**src/rtl/clkgen_mode_pkg.sv**
```systemverilog
package clkgen_mode_pkg;

    localparam int NUM_GROUPS = 7;
    localparam int FREQ_W     = 3;

    localparam int GRP_CPU   = 0;
    localparam int GRP_SDRAM = 1;
    localparam int GRP_66    = 2;
    localparam int GRP_PCI   = 3;
    localparam int GRP_APIC  = 4;
    localparam int GRP_48    = 5;
    localparam int GRP_REF   = 6;

    typedef enum logic [2:0] {
        MODE_OFF, MODE_HIZ, MODE_TEST, MODE_CPU66,
        MODE_CPU100, MODE_CPU133, MODE_RSVD
    } op_mode_e;

    typedef enum logic [FREQ_W-1:0] {
        FREQ_OFF  = 3'd0, FREQ_TEST = 3'd1, FREQ_33  = 3'd2, FREQ_48   = 3'd3,
        FREQ_66   = 3'd4, FREQ_100  = 3'd5, FREQ_133 = 3'd6, FREQ_XTAL = 3'd7
    } freq_code_e;

    function automatic op_mode_e decode_mode(logic strap, logic s_hi, logic s_lo);
        case ({s_hi, s_lo})
            2'b00:   return MODE_HIZ;
            2'b01:   return MODE_TEST;
            2'b10:   return strap ? MODE_RSVD : MODE_CPU66;
            default: return strap ? MODE_CPU133 : MODE_CPU100;
        endcase
    endfunction

    function automatic int test_ratio(int g);
        case (g)
            GRP_REF:                 return 1;
            GRP_48:                  return 2;
            GRP_66:                  return 6;
            GRP_PCI, GRP_APIC:       return 12;
            default:                 return 4;
        endcase
    endfunction

    function automatic logic mode_active(op_mode_e m);
        return (m == MODE_TEST) || (m == MODE_CPU66) ||
               (m == MODE_CPU100) || (m == MODE_CPU133);
    endfunction

    function automatic freq_code_e group_freq(op_mode_e m, int g);
        if (m == MODE_TEST) return FREQ_TEST;
        if (!mode_active(m)) return FREQ_OFF;
        case (g)
            GRP_CPU:  return (m == MODE_CPU66)  ? FREQ_66 :
                             (m == MODE_CPU100) ? FREQ_100 : FREQ_133;
            GRP_SDRAM:         return FREQ_100;
            GRP_66:            return FREQ_66;
            GRP_PCI, GRP_APIC: return FREQ_33;
            GRP_48:            return FREQ_48;
            default:           return FREQ_XTAL;
        endcase
    endfunction

endpackage

```
**src/rtl/pwrup_strap_timer.sv**
```systemverilog
module pwrup_strap_timer #(
    parameter int PWRUP_CYCLES = 28636
) (
    input  logic clk,
    input  logic rst,
    input  logic strap_in,
    output logic timer_done,
    output logic strap_q
);
    localparam int CNT_W = $clog2(PWRUP_CYCLES + 1);
    localparam logic [CNT_W-1:0] LAST = CNT_W'(PWRUP_CYCLES - 1);

    logic [CNT_W-1:0] cnt_q;

    always_ff @(posedge clk) begin
        if (rst) begin
            cnt_q      <= '0;
            timer_done <= 1'b0;
            strap_q    <= 1'b0;
        end else if (!timer_done) begin
            cnt_q   <= cnt_q + 1'b1;
            strap_q <= strap_in;
            if (cnt_q == LAST) timer_done <= 1'b1;
        end
    end

    assert_strap_frozen_R1: assert property (@(posedge clk) disable iff (rst)
        timer_done |=> $stable(strap_q));
    assert_done_sticky_R2: assert property (@(posedge clk) disable iff (rst)
        timer_done |=> timer_done);
endmodule

```
**src/rtl/test_clk_div.sv**
```systemverilog
module test_clk_div #(
    parameter int RATIO = 4
) (
    input  logic clk,
    input  logic clr,
    output logic div_q
);
    generate
        if (RATIO < 2) begin : g_pass
            assign div_q = 1'b0;
        end else begin : g_div
            localparam int HALF = RATIO / 2;
            localparam int CW   = (HALF > 1) ? $clog2(HALF) : 1;
            localparam logic [CW-1:0] WRAP = CW'(HALF - 1);
            logic [CW-1:0] cnt_q;
            logic          out_q;
            always_ff @(posedge clk) begin
                if (clr) begin
                    cnt_q <= '0;
                    out_q <= 1'b0;
                end else begin
                    if (cnt_q == '0) out_q <= ~out_q;
                    cnt_q <= (cnt_q == WRAP) ? '0 : cnt_q + 1'b1;
                end
            end
            assign div_q = out_q;
        end
    endgenerate
endmodule

```
**src/rtl/group_en_gate.sv**
```systemverilog
module group_en_gate (
    input  logic clk,
    input  logic rst,
    input  logic want_en,
    input  logic clk_low,
    input  logic pwr_dn_n,
    output logic en_q,
    output logic en_out
);
    always_ff @(posedge clk) begin
        if (rst)          en_q <= 1'b0;
        else if (clk_low) en_q <= want_en;
    end

    assign en_out = en_q & pwr_dn_n;

    always_comb begin
        if (!pwr_dn_n) assert_pwrdn_off_R9: assert (en_out == 1'b0);
    end
endmodule

```
**src/rtl/clkgen_strap_mode.sv**
```systemverilog
module clkgen_strap_mode
    import clkgen_mode_pkg::*;
#(
    parameter int PWRUP_CYCLES = 28636
) (
    input  logic                         clk,
    input  logic                         rst,
    input  logic                         strap_in,
    input  logic                         sel_hi,
    input  logic                         sel_lo,
    input  logic                         pwr_dn_n,
    output logic                         pin_drive,
    output logic                         strap_val,
    output logic                         hiz,
    output logic                         rsvd,
    output logic [NUM_GROUPS-1:0]        grp_en,
    output logic [NUM_GROUPS*FREQ_W-1:0] grp_freq,
    output logic [NUM_GROUPS-1:0]        grp_clk
);
    logic     timer_done;
    logic     strap_q;
    op_mode_e mode_now;
    op_mode_e mode_q;
    logic     in_test;
    logic [NUM_GROUPS-1:0] div_q;
    logic [NUM_GROUPS-1:0] en_q;

    pwrup_strap_timer #(.PWRUP_CYCLES(PWRUP_CYCLES)) u_timer (
        .clk(clk), .rst(rst), .strap_in(strap_in),
        .timer_done(timer_done), .strap_q(strap_q)
    );

    assign mode_now = decode_mode(strap_q, sel_hi, sel_lo);

    always_ff @(posedge clk) begin
        if (rst)             mode_q <= MODE_OFF;
        else if (timer_done) mode_q <= mode_now;
        else                 mode_q <= MODE_OFF;
    end

    assign in_test   = (mode_q == MODE_TEST);
    assign pin_drive = timer_done && (mode_now != MODE_HIZ);
    assign strap_val = strap_q;
    assign hiz       = (mode_q == MODE_HIZ);
    assign rsvd      = (mode_q == MODE_RSVD);

    genvar g;
    generate
        for (g = 0; g < NUM_GROUPS; g++) begin : g_grp
            test_clk_div #(.RATIO(test_ratio(g))) u_div (
                .clk(clk), .clr(rst || !in_test), .div_q(div_q[g])
            );
            group_en_gate u_gate (
                .clk(clk), .rst(rst), .want_en(mode_active(mode_q)),
                .clk_low(!div_q[g]), .pwr_dn_n(pwr_dn_n),
                .en_q(en_q[g]), .en_out(grp_en[g])
            );
            assign grp_freq[g*FREQ_W +: FREQ_W] = group_freq(mode_q, g);
            if (test_ratio(g) < 2) begin : g_ref
                assign grp_clk[g] = clk & in_test & grp_en[g];
            end else begin : g_divd
                assign grp_clk[g] = div_q[g] & grp_en[g];
            end

            assert_en_moves_low_R10: assert property (@(posedge clk) disable iff (rst)
                !$stable(en_q[g]) |-> !$past(div_q[g]));
        end
    endgenerate

    assert_pin_input_R2: assert property (@(posedge clk) disable iff (rst)
        !timer_done |-> !pin_drive);
    assert_hiz_off_R3: assert property (@(posedge clk) disable iff (rst)
        (hiz && $past(hiz)) |-> (en_q == '0 && !pin_drive));
    assert_rsvd_off_R8: assert property (@(posedge clk) disable iff (rst)
        (rsvd && $past(rsvd)) |-> (en_q == '0));
    assert_pwrdn_clk_R9: assert property (@(posedge clk) disable iff (rst)
        !pwr_dn_n |-> (grp_clk == '0));
endmodule

```
**config.mk**
```make
export PLATFORM = sky130hd
export DESIGN_NAME = clkgen_strap_mode
export DESIGN_NICKNAME = d
export VERILOG_FILES = /design/src/rtl/clkgen_mode_pkg.sv /design/src/rtl/pwrup_strap_timer.sv /design/src/rtl/test_clk_div.sv /design/src/rtl/group_en_gate.sv /design/src/rtl/clkgen_strap_mode.sv
export SDC_FILE = /design/constraint.sdc
export NUM_CORES = 1
export LEC_CHECK = 0
export BUFFER_PORTS_ARGS = -buffer_cell sky130_fd_sc_hd__buf_2
export CAP_MARGIN = 30
export CELL_PAD_IN_SITES_DETAIL_PLACEMENT = 0
export CELL_PAD_IN_SITES_GLOBAL_PLACEMENT = 1
export CORE_MARGIN = 5
export CORE_UTILIZATION = 41
export DETAILED_ROUTE_END_ITERATION = 6
export GPL_ROUTABILITY_DRIVEN = 0
export PLACE_DENSITY = 0.75
export SYNTH_ARGS = -nofsm -noshare
export SYNTH_HDL_FRONTEND = slang
export SYNTH_HIERARCHICAL = 1
export SYNTH_SLANG_ARGS = --single-unit
```
**constraint.sdc**
```tcl
create_clock -name clk -period 1.95 [get_ports clk]
set_input_delay 0.585 -clock clk [delete_from_list [all_inputs] [get_ports clk]]
set_output_delay 0.585 -clock clk [all_outputs]
set_load 0.005 [all_outputs]
```
==> results of run 1 <==
-- cell usage in the layout, fill, tap and decap left out, types with 3 or more instances in the layout --
| cell type | instances |
|---|---|
| a21oi_1 | 10 |
| and2_1 | 17 |
| buf_2 | 37 |
| buf_4 | 12 |
| clkbuf_8 | 7 |
| conb_1 | 7 |
| dfxtp_1 | 41 |
| ha_1 | 11 |
| inv_1 | 20 |
| mux2_2 | 8 |
| mux2i_1 | 9 |
| nand2_1 | 3 |
| nand2b_1 | 4 |
| nand3_1 | 5 |
| nand4_1 | 3 |
| nand4b_1 | 3 |
| nor2_1 | 30 |
| nor2b_1 | 11 |
| nor3_1 | 3 |
| nor4_1 | 6 |
| o21ai_0 | 4 |
| or3_1 | 3 |
| xor2_1 | 8 |
-- sequential cells by signal, indices dropped and copies added (netlist names) --
register and cells:
u_timer/cnt_q 15, g_grp.u_div/g_div.cnt_q 11, g_grp.u_gate/en_q 7, g_grp.u_div/div_q 6, mode_q 3, u_timer/strap_q 1
u_timer/timer_done 1
-- power groups by stage --
stage               sequential (mW)  combinational [mW]  clock [mW]
floorplan                     0.934              0.0453    0.000273
global placement              0.935              0.0578    0.000273
detailed placement            0.935              0.0591    0.000273
CTS                           0.915              0.0687       0.842
global route                  0.914              0.0842       0.882
finish                        0.911              0.0742       0.806
-- critical path, cell delays in order --
cell and delay, ns:
buf_8 0.11, inv_8 0.05, ha_4 0.13, nor2b_4 0.15, a21oi_2 0.05, o31a_1 0.22, buf_2 0.12
-- area by class of cell --
class                   instances  share of cell area [%]
well taps                      72                    3.33
repair buffers                 50                    10.7
clock inverters                 3                    1.71
flip-flops and latches         44                    32.9
inverters                      21                    3.19
clock buffers                   8                    3.98
multi-input cells             166                    44.1
-- final timing paths --
path | from | to | slack [ns] | cells past startpoint
hold reg to reg | g_grp[2].u_div/g_div.cnt_q[0]$_SDFF_PP0_ | g_grp[2].u_div/g_div.cnt_q[0]$_SDFF_PP0_ | 0.43 | 1
setup / recovery | sel_lo | pin_drive | -0.05 | 7
hold / removal | strap_in | u_timer/strap_q$_SDFFE_PP0N_ | 0.42 | 3
setup reg to reg | u_timer/cnt_q[4]$_SDFFE_PP0N_ | u_timer/cnt_q[13]$_SDFFE_PP0N_ | 0.29 | 3
-- layer usage --
metal,wire length [um],global-route usage (%),vias to the layer above
li1,-,-,869
met1,1810,14.6,699
met2,1810,18.5,37
met3,276,6.08,5
met4,37,4.39,0
met5,0,0,-
-- logic make-up (layout without fill, tap and decap cells) --
| family | after synthesis | count (layout) | share of synthesized area [%] |
|---|---|---|---|
| muxes | 18 | 18 | 8.40 |
| and+or+nand+nor | 102 | 102 | 26.0 |
| AOI/OAI and AO/OA | 16 | 16 | 3.70 |
| buffers and inverters | 44 | 82 | 11.4 |
| other | 3 | 7 | 0.497 |
| DFF | 44 | 44 | 38.9 |
| adders and majority gates | 13 | 13 | 7.18 |
| xor gates and xnor gates | 10 | 10 | 3.87 |
-- what timing repair did --
item | CTS | global route
buffers inserted | 2 | 2
pin swaps | 2 | 1
hold buffers | 0 | 0
gates resized for setup | 15 | 6
endpoints found under the setup margin | 12 | 15
-- per-stage QoR --
| step | setup TNS [ns] | hold slack [ns] |
|---|---|---|
| 2_1_floorplan | 0 | 0.400 |
| 3_3_place_gp | -0.125 | 0.412 |
| 3_5_place_dp | -0.153 | 0.412 |
| 4_1_cts | -0.0320 | 0.409 |
| 5_1_grt | -0.0831 | 0.440 |
| 6_report | -0.0477 | 0.416 |
==> PnR_summary.wiki, run 1 <==
{| class="wikitable"
! Metric !! Value
|-
| Outcome || finished, violations left
|-
| Violated checks || setup timing
|-
| Mapped cell area || 0.00226 mm^2
|-
| Setup violation total in the final timing report || 1
|-
| Layout Skew || roughly 0.0079 ns
|-
| Post-synthesis instance total || 250
|-
| Layout overhead on the synthesized area || 19.4%
|-
| RSZ-0062 raised after global routing || true
|-
| Net switching power || 380 uW
|-
| Count of nets left with antenna violations after detail routing || 0
|-
| Class of the most critical hold timing path || primary input to flop
|-
| Via count || ~1600
|-
| Dominant synthesized flop cell || dfxtp_1
|-
| CP Max Fanout || 3
|-
| Footprint of the multi-input gates || between 0.001 and 0.0015 mm^2
|-
| Detailed-route wire length || 3940 um
|-
| Count of buffers from port buffering || 39
|-
| Fill cell instance count of the final layout || 527
|-
| Part of the power in registers || 50.9%
|-
| Instance count after placement with tap cells included || 350
|-
| Utilization after layout || roughly 50%
|-
| Category of the worst setup path launch point || primary input
|-
| Peak clock frequency supported by timing || 0.501 GHz
|-
| Arrival time of the worst setup path || approximately 1.4 ns
|-
| Sequential cell area in the final layout || between 800 and 900 um^2
|-
| Syn_area_per_cell || a little over 9 um^2
|-
| Sequential fraction of the synthesis area || 38.9%
|-
| Most frequently used cell type in the post-synthesis netlist || dfxtp_1
|-
| Final #Nets || 310
|-
| Top cell type's share of synthesized area || about two fifths
|-
| Initial DRC Count || 42
|-
| Count of state elements after synthesis || 44
|-
| Initial Util || 41.6%
|-
| Maximum number of pins on one net before global-route repair || 32
|-
| Crit Path Category || primary input to primary output
|-
| Number of synthesized flops with an enable pin || 0
|-
| Largest cells by area after synthesis || dfxtp_1, ha_1, buf_4
|-
| Remaining design rule violation count || 0
|-
| Fraction of the cycle the final worst path needs || 102%
|-
| Insertion delay of the later-clocked pin in the worst-skew pair || 0.40 ns
|-
| Endpoint kind of the worst setup timing path || primary output
|-
| Vias per inst || around 4.4
|-
| I/O pin cnt || between 40 and 50
|-
| Final max-slew violation count || 0
|-
| Fin worst setup slack || -0.0477 ns
|-
| Combinational fraction of design power || 4.1%
|-
| Vias in the first global route || 1558
|-
| Placeable core region || around 0.0054 mm^2
|-
| Number of iterations in the first detailed-routing pass || 4
|-
| Global-route wire length before repair || 6970 um
|-
| Data required time at the worst endpoint || 1.36 ns
|-
| Die height || 84.3 um
|-
| Placement Cell Area || 0.00244 mm^2
|-
| Total die area || 0.00711 mm^2
|-
| Switching Share || 21.2%
|-
| Non-filler instance count after layout || 364
|-
| Post-DR wirelength/cell || 10.8 um
|-
| Overall power of the completed layout || around 1.8 mW
|-
| Setup Slack @ Placement || -0.153 ns
|-
| Count of maximum capacitance violations || 0
|-
| Overall fraction of global-route tracks in use || 12.1%
|-
| Pwr per Cell Area || 663 mW/mm^2
|-
| Clk slew on worst S/H paths || 0.09 ns
|-
| Share of total power in the clock network || 45.0%
|-
| Remaining global-route overflow || 0
|-
| Synth Warn # || 6
|-
| Dominant cell type by area after synthesis || dfxtp_1
|-
| Worst supply voltage drop on vdd || 0.381 mV
|-
| Int Power || 1.41 mW
|-
| Half-perimeter wire length of the detailed placement result || 2760 um
|-
| CTS tree || built
|-
| Final Hold Fails || 0
|-
| Most instantiated cells after synthesis || dfxtp_1, nor2_1, buf_4, inv_1, and2_1
|-
| Leakage component of the power || 1.25 nW
|-
| Number of antenna violations at the first check in global routing || 0
|-
| Number of different library cells in the post-synthesis netlist || 34
|-
| Chip Width || 84.3 um
|-
| Async S/R FF share, synth || 0%
|-
| Std-Cell Rows || 27
|-
| Post-route minimum period || around 2.0 ns
|-
| Antenna Cells || 0
|-
| Final Instance Area || between 0.002 and 0.003 mm^2
|-
| Proportion of layout cells with a drive suffix above 1 || between 20% and 30%
|}
(Power assumes the default switching activity.)
==> inputs of run 2 (changes only) <==
MAX_ROUTING_LAYER = met4   (was unset)
==> run 2 against run 1 <==
The flow still finishes with violations (setup timing); combinational power barely moved; first-iteration DRC count is 38% higher; clock power about the same; hold slack lost 0.0015 ns; sequential power about the same; via count about the same; die area unchanged; critical endpoint unchanged.
==> PnR_summary.wiki, run 2 (synthesis gave the netlist of run 1 again) <==
{| class="wikitable"
! Metric !! Value
|-
| Outcome || finished, violations left
|-
| Violated checks || setup timing
|-
| Met3 demand-to-capacity share in global routing || 6.38% (+0.29 points)
|-
| Half-perimeter wire length of the detailed placement result || 2760 um (unchanged)
|-
| Non-filler instance count after layout || 364 (unchanged)
|-
| Met2 global-route usage || 18.5% (unchanged)
|-
| Number of buffers and inverters on the critical path || 3 (unchanged)
|-
| Worst supply voltage drop on vdd || 0.381 mV (about the same)
|-
| Pwr per Cell Area || 663 mW/mm^2 (about the same)
|-
| Max reg flops || 15 (unchanged)
|-
| Category of the worst setup path launch point || primary input
|-
| Layout Skew || 0.00777 ns (-0.0000833 ns)
|-
| Total die area || 0.00711 mm^2 (unchanged)
|-
| Std-Cell Rows || 27 (unchanged)
|-
| Proportion of layout cells with a drive suffix above 1 || 28.4% (unchanged)
|-
| Clk slew on worst S/H paths || 0.09 ns (about the same)
|-
| Chip Width || 84.3 um (unchanged)
|-
| Setup violation total in the final timing report || 1 (unchanged)
|-
| RSZ-0062 raised after global routing || true
|-
| Data required time at the worst endpoint || 1.36 ns (about the same)
|-
| Start point of the critical path || sel_lo
|-
| Fin Setup TNS || -0.0478 ns (-0.000100 ns)
|-
| Stages on worst setup path || 7 (unchanged)
|-
| Register-to-Register Path Depth || 3 (unchanged)
|-
| Detailed-route wire length || 3940 um (about the same)
|-
| Register bank with the most flops || u_timer/cnt_q
|-
| CTS tree || built
|-
| Endpoint kind of the worst setup timing path || primary output
|-
| Initial Util || 41.6% (unchanged)
|-
| I/O pin cnt || 45 (unchanged)
|-
| Vias per inst || 4.43 (about the same)
|-
| Instance count after placement with tap cells included || 350 (unchanged)
|-
| Placement Cell Area || 0.00244 mm^2 (unchanged)
|-
| Count of nets left with antenna violations after detail routing || 0 (unchanged)
|-
| Remaining design rule violation count || 0 (unchanged)
|-
| Worst reg2reg path startpoint || u_timer/cnt_q[4]$_SDFFE_PP0N_
|-
| Count of maximum capacitance violations || 0 (unchanged)
|-
| Peak clock frequency supported by timing || 0.501 GHz (about the same)
|-
| Post-DR wirelength/cell || 10.8 um (about the same)
|-
| Post-cts hold buffer count || 0 (unchanged)
|-
| Antenna Cells || 0 (unchanged)
|-
| Commonest cells after routing, fill and taps aside || dfxtp_1, buf_2, nor2_1
|-
| Overall power of the completed layout || 1.79 mW (about the same)
|-
| Final max-slew violation count || 0 (unchanged)
|-
| Placeable core region || 0.00544 mm^2 (unchanged)
|-
| Vias in the first global route || 1561 (+0.19%)
|-
| Largest delay share family, worst path || buffers and inverters
|-
| Worst reg-to-reg setup slack || 0.30 ns (about the same)
|-
| Number of iterations in the first detailed-routing pass || 4 (unchanged)
|-
| Fraction of the cycle the final worst path needs || 102% (about the same)
|-
| Fin worst setup slack || -0.0478 ns (-0.000100 ns)
|-
| Endpoint of the most critical setup path || pin_drive
|-
| Met1 Track Usage GR || 14.6% (unchanged)
|-
| Class of the most critical hold timing path || primary input to flop
|-
| Final Hold Fails || 0 (unchanged)
|-
| Post-route minimum period || 2.00 ns (+0.000100 ns)
|-
| Cell with the largest stage delay on the worst path || o31a_1
|-
| Number of antenna violations at the first check in global routing || 0 (unchanged)
|-
| Via count || 1611 (+0.062%)
|-
| Remaining global-route overflow || 0 (unchanged)
|-
| Slowest Stage Delay on Critical Path || 0.22 ns (about the same)
|-
| Count of buffers from port buffering || 39 (unchanged)
|-
| Most common library cell in the layout ignoring fill and taps || dfxtp_1
|-
| Layout overhead on the synthesized area || 19.4% (unchanged)
|-
| Most used routing layer in global routing || met2
|-
| Initial DRC Count || 58 (+38%)
|-
| Utilization after layout || 49.7% (unchanged)
|-
| Die height || 84.3 um (unchanged)
|-
| Final Instance Area || 0.00270 mm^2 (unchanged)
|-
| Overall fraction of global-route tracks in use || 12.6% (+0.49 points)
|-
| Maximum number of pins on one net before global-route repair || 32 (unchanged)
|-
| Biggest regs || u_timer/cnt_q: 15 flops, g_grp.u_div/g_div.cnt_q: 11 flops, g_grp.u_gate/en_q: 7 flops
|-
| CP Max Fanout || 3 (unchanged)
|-
| Arrival time of the worst setup path || 1.41 ns (about the same)
|-
| Leakage component of the power || 1.25 nW (unchanged)
|-
| Cell Chain, Critical Path || buf_8 > inv_8 > ha_4 > nor2b_4 > a21oi_2 > o31a_1 > buf_2
|-
| Crit Reg-Reg Endpoint || u_timer/cnt_q[13]$_SDFFE_PP0N_
|-
| Crit Path Category || primary input to primary output
|-
| Insertion delay of the later-clocked pin in the worst-skew pair || 0.40 ns (about the same)
|-
| Final #Nets || 310 (unchanged)
|-
| Global-route wire length before repair || 7000 um (+0.49%)
|}
## run 2: metrics by stage
stage	setup slack [ns]	hold WS [ns]
global route	-0.0831	0.440
global placement	-0.125	0.412
CTS	-0.0320	0.409
floorplan	0.121	0.400
detailed placement	-0.153	0.412
finish	-0.0478	0.415
## run 2: worst min-delay path by stage
stage                                              from                                       end  slack [ns]  cells past startpoint
2_1_floorplan  g_grp[2].u_div/g_div.cnt_q[0]$_SDFF_PP0_  g_grp[2].u_div/g_div.cnt_q[0]$_SDFF_PP0_        0.40                      1
3_3_place_gp   g_grp[2].u_div/g_div.cnt_q[0]$_SDFF_PP0_  g_grp[2].u_div/g_div.cnt_q[0]$_SDFF_PP0_        0.41                      1
3_5_place_dp   g_grp[2].u_div/g_div.cnt_q[0]$_SDFF_PP0_  g_grp[2].u_div/g_div.cnt_q[0]$_SDFF_PP0_        0.41                      1
4_1_cts                                        strap_in              u_timer/strap_q$_SDFFE_PP0N_        0.41                      3
5_1_grt                                        strap_in              u_timer/strap_q$_SDFFE_PP0N_        0.44                      3
6_report                                       strap_in              u_timer/strap_q$_SDFFE_PP0N_        0.41                      3
## run 2: what timing repair did
| action | 4_1_cts | 5_1_grt |
|---|---|---|
| buffers inserted | 2 | 2 |
| gates resized for setup | 15 | 6 |
| endpoints found under the setup margin | 12 | 15 |
| pin swaps | 2 | 1 |
## run 2: area by class of cell
class,instances,area [um^2]
clock buffers,8,108
clock inverters,3,46.3
fillers,527,2740
inverters,21,86.3
multi-input cells,166,1190
flip-flops and latches,44,890
well taps,72,90.1
repair buffers,50,290
## run 2: layer usage
layer	up-vias	routed length (um)
li1	869	-
met1	700	1810
met2	39	1830
met3	3	278
met4	0	17
met5	-	0
## run 2: worst register-to-register path: stages, from the launching register on
cell,delay [ns]
dfxtp_1,0.43
nand4_1,0.33
nor4_1,0.43
mux2_2,0.37
## run 2: power by group
group          switching (mW)  internal [mW]  total (mW)
clock network           0.333          0.473       0.807
logic                  0.0389         0.0353      0.0742
registers             0.00896          0.903       0.911
total                   0.381           1.41        1.79
==> inputs of run 3 (changes only) <==
ABC_AREA = 1   (was unset)
CORE_MARGIN = 1.5   (was 5)
CORE_UTILIZATION = 39   (was 41)
PLACE_DENSITY = 0.76   (was 0.75)
==> run 3 against run 2 <==
The run now ends clean; non-clock buffer count up 2; sequential share of layout area down 2.8 points; synthesized area up 8.6%; routed wire length up 16%; clock skew down 0.0020 ns; sequential power about the same; via count up 30%; critical path type unchanged.
==> PnR_summary.wiki, run 3 <==
{| class="wikitable"
! Metric !! Value
|-
| Outcome || completed
|-
| Met1 Track Usage GR || 17.6% (+3.0 points)
|-
| Vias per inst || 4.23 (-4.5%)
|-
| Clk slew on worst S/H paths || 0.08 ns (about the same)
|-
| Largest cells by area after synthesis || dfxtp_1, inv_1, nand2_1
|-
| Placeable core region || 0.00599 mm^2 (+10%)
|-
| Post-cts hold buffer count || 0 (unchanged)
|-
| Met2 global-route usage || 25.6% (+7.1 points)
|-
| Dominant cell type by area after synthesis || dfxtp_1
|-
| Insertion delay of the later-clocked pin in the worst-skew pair || 0.40 ns (about the same)
|-
| Arrival time of the worst setup path || 1.34 ns (-0.07 ns)
|-
| Final max-slew violation count || 0 (unchanged)
|-
| Commonest cells after routing, fill and taps aside || nand2_1, inv_1, nor2_1
|-
| Data required time at the worst endpoint || 1.36 ns (about the same)
|-
| Most instantiated cells after synthesis || inv_1, nand2_1, nor2_1
|-
| Final Hold Fails || 0 (unchanged)
|-
| Start point of the critical path || sel_lo
|-
| Vias in the first global route || 1930 (+24%)
|-
| Final #Nets || 439 (+42%)
|-
| Post-DR wirelength/cell || 9.26 um (-14%)
|-
| Crit Path Category || primary input to primary output
|-
| Count of state elements after synthesis || 44 (unchanged)
|-
| Number of iterations in the first detailed-routing pass || 4 (unchanged)
|-
| Remaining global-route overflow || 0 (unchanged)
|-
| Remaining design rule violation count || 0 (unchanged)
|-
| Overall power of the completed layout || 1.69 mW (-5.9%)
|-
| Hold path start || strap_in
|-
| Async S/R FF share, synth || 0% (unchanged)
|-
| Initial Util || 41.1% (-0.58 points)
|-
| Count of buffers from port buffering || 39 (unchanged)
|-
| Category of the worst setup path launch point || primary input
|-
| Count of maximum capacitance violations || 0 (unchanged)
|-
| Number of different library cells in the post-synthesis netlist || 22 (-35%)
|-
| Non-filler instance count after layout || 495 (+36%)
|-
| Detailed-route wire length || 4580 um (+16%)
|-
| Die height || 82.4 um (-2.3%)
|-
| Number of synthesized flops with an enable pin || 0 (unchanged)
|-
| Max reg flops || 15 (unchanged)
|-
| Setup Slack @ Placement || -0.0512 ns (+0.102 ns)
|-
| Top cell type's share of synthesized area || 35.8% (-3.1 points)
|-
| Layout overhead on the synthesized area || 19.2%
|-
| Half-perimeter wire length of the detailed placement result || 3220 um (+17%)
|-
| RSZ-0062 raised after global routing || true
|-
| Peak clock frequency supported by timing || 0.520 GHz (+3.8%)
|-
| Synth Warn # || 6 (unchanged)
|-
| Leakage component of the power || 1.56 nW (+25%)
|-
| Count of nets left with antenna violations after detail routing || 0 (unchanged)
|-
| Worst supply voltage drop on vdd || 0.311 mV (-18%)
|-
| Dominant synthesized flop cell || dfxtp_1
|-
| CTS tree || built
|-
| Pwr per Cell Area || 575 mW/mm^2 (-13%)
|-
| Instance count after placement with tap cells included || 476 (+36%)
|-
| Sequential fraction of the synthesis area || 35.8% (-3.1 points)
|-
| CP Max Fanout || 2 (-1)
|-
| Worst reg2reg path startpoint || mode_q[0]$_SDFF_PP0_
|-
| Std-Cell Rows || 28 (+3.7%)
|-
| Fin worst setup slack || 0.0252 ns (+0.0730 ns)
|-
| Most common library cell in the layout ignoring fill and taps || nand2_1
|-
| Number of antenna violations at the first check in global routing || 0 (unchanged)
|-
| Initial DRC Count || 68 (+17%)
|-
| Post-synthesis instance total || 374 (+50%)
|-
| Via count || 2092 (+30%)
|-
| Antenna Cells || 0 (unchanged)
|-
| Class of the most critical hold timing path || primary input to flop
|-
| Overall fraction of global-route tracks in use || 15.8% (+3.2 points)
|-
| Biggest regs || u_timer/cnt_q: 15 flops, g_grp.u_div/g_div.cnt_q: 11 flops, g_grp.u_gate/en_q: 7 flops
|-
| Met3 demand-to-capacity share in global routing || 5.82% (-0.55 points)
|-
| I/O pin cnt || 45 (unchanged)
|-
| Register bank with the most flops || u_timer/cnt_q
|-
| Syn_area_per_cell || 6.58 um^2 (-27%)
|-
| Maximum number of pins on one net before global-route repair || 14 (-56%)
|-
| Chip Width || 82.4 um (-2.3%)
|-
| Post-route minimum period || 1.92 ns (-0.0730 ns)
|-
| Endpoint kind of the worst setup timing path || primary output
|-
| Total die area || 0.00679 mm^2 (-4.5%)
|-
| Most used routing layer in global routing || met2
|-
| Setup violation total in the final timing report || 0 (-1)
|-
| Global-route wire length before repair || 7820 um (+12%)
|-
| Mapped cell area || 0.00246 mm^2 (+8.6%)
|-
| Proportion of layout cells with a drive suffix above 1 || 24.5% (-3.9 points)
|-
| Layout Skew || 0.00578 ns (-0.00199 ns)
|-
| Fraction of the cycle the final worst path needs || 98.7% (-3.7 points)
|}
## run 3: cells by family after synthesis
group | count (synthesis) | share of synthesized area, %
buffers and inverters | 110 | 19.7
adder cells (fa/ha/maj) | 13 | 6.61
AND/OR/NAND/NOR | 183 | 33.1
flip-flops | 44 | 35.8
AO/OA/AOI/OAI | 21 | 4.27
other | 3 | 0.458
## run 3: cell type report
type / instances / area, um^2
Clock buffer: 8 / 101
Clock inverter: 2 / 12.5
Fill cell: 609 / 3060
Inverter: 90 / 348
Multi-Input combinational cell: 224 / 1170
Sequential cell: 44 / 883
Tap cell: 75 / 93.8
Timing Repair Buffer: 52 / 320
## run 3: power breakdown
| part | switching, mW | internal [mW] | leakage (nW) |
|---|---|---|---|
| sequential | 0.00797 | 0.906 | 0.356 |
| combinational | 0.0554 | 0.0603 | 1.14 |
| clock | 0.325 | 0.332 | 0.0615 |
## run 3: path summary, 6_finish.rpt
check / cells after the start / endpoint / slack (ns)
setup / recovery: 8 / pin_drive / 0.03
hold / removal: 3 / u_timer/strap_q$_SDFFE_PP0N_ / 0.42
setup reg to reg: 7 / g_grp[4].u_div/g_div.cnt_q[2]$_SDFF_PP0_ / 0.57
hold reg to reg: 1 / g_grp[2].u_div/g_div.cnt_q[0]$_SDFF_PP0_ / 0.43
## run 3: routing by layer
metal | wire length, um | vias to the layer above
met1 | 2220 | 885
met5 | 0 | -
met4 | 63 | 0
li1 | - | 1159
met2 | 2070 | 43
met3 | 229 | 5
## run 3: per-stage QoR
step	hold WS [ns]	cell area [um^2]	util (%)	setup TNS [ns]
5_1_grt	0.449	2930	49.0	-0.0246
4_1_cts	0.418	2850	47.5	0
6_report	0.425	2930	49.0	0
2_1_floorplan	0.401	2470	-	0
3_5_place_dp	0.417	2650	44.2	-0.0512
3_3_place_gp	0.411	2650	44.2	-0.0482
## run 3: what timing repair did
action,4_1_cts,5_1_grt
resized for setup,7,22
buffers inserted,9,1
endpoints found under the hold margin,0,0
setup endpoints to repair,10,12
pin swaps,1,8
## run 3: critical path, stage by stage
cell and delay (ns):
buf_8 0.11, inv_6 0.06, ha_4 0.19, inv_2 0.06
nand3_2 0.07, nor2_1 0.10, nor2_1 0.05, buf_2 0.12
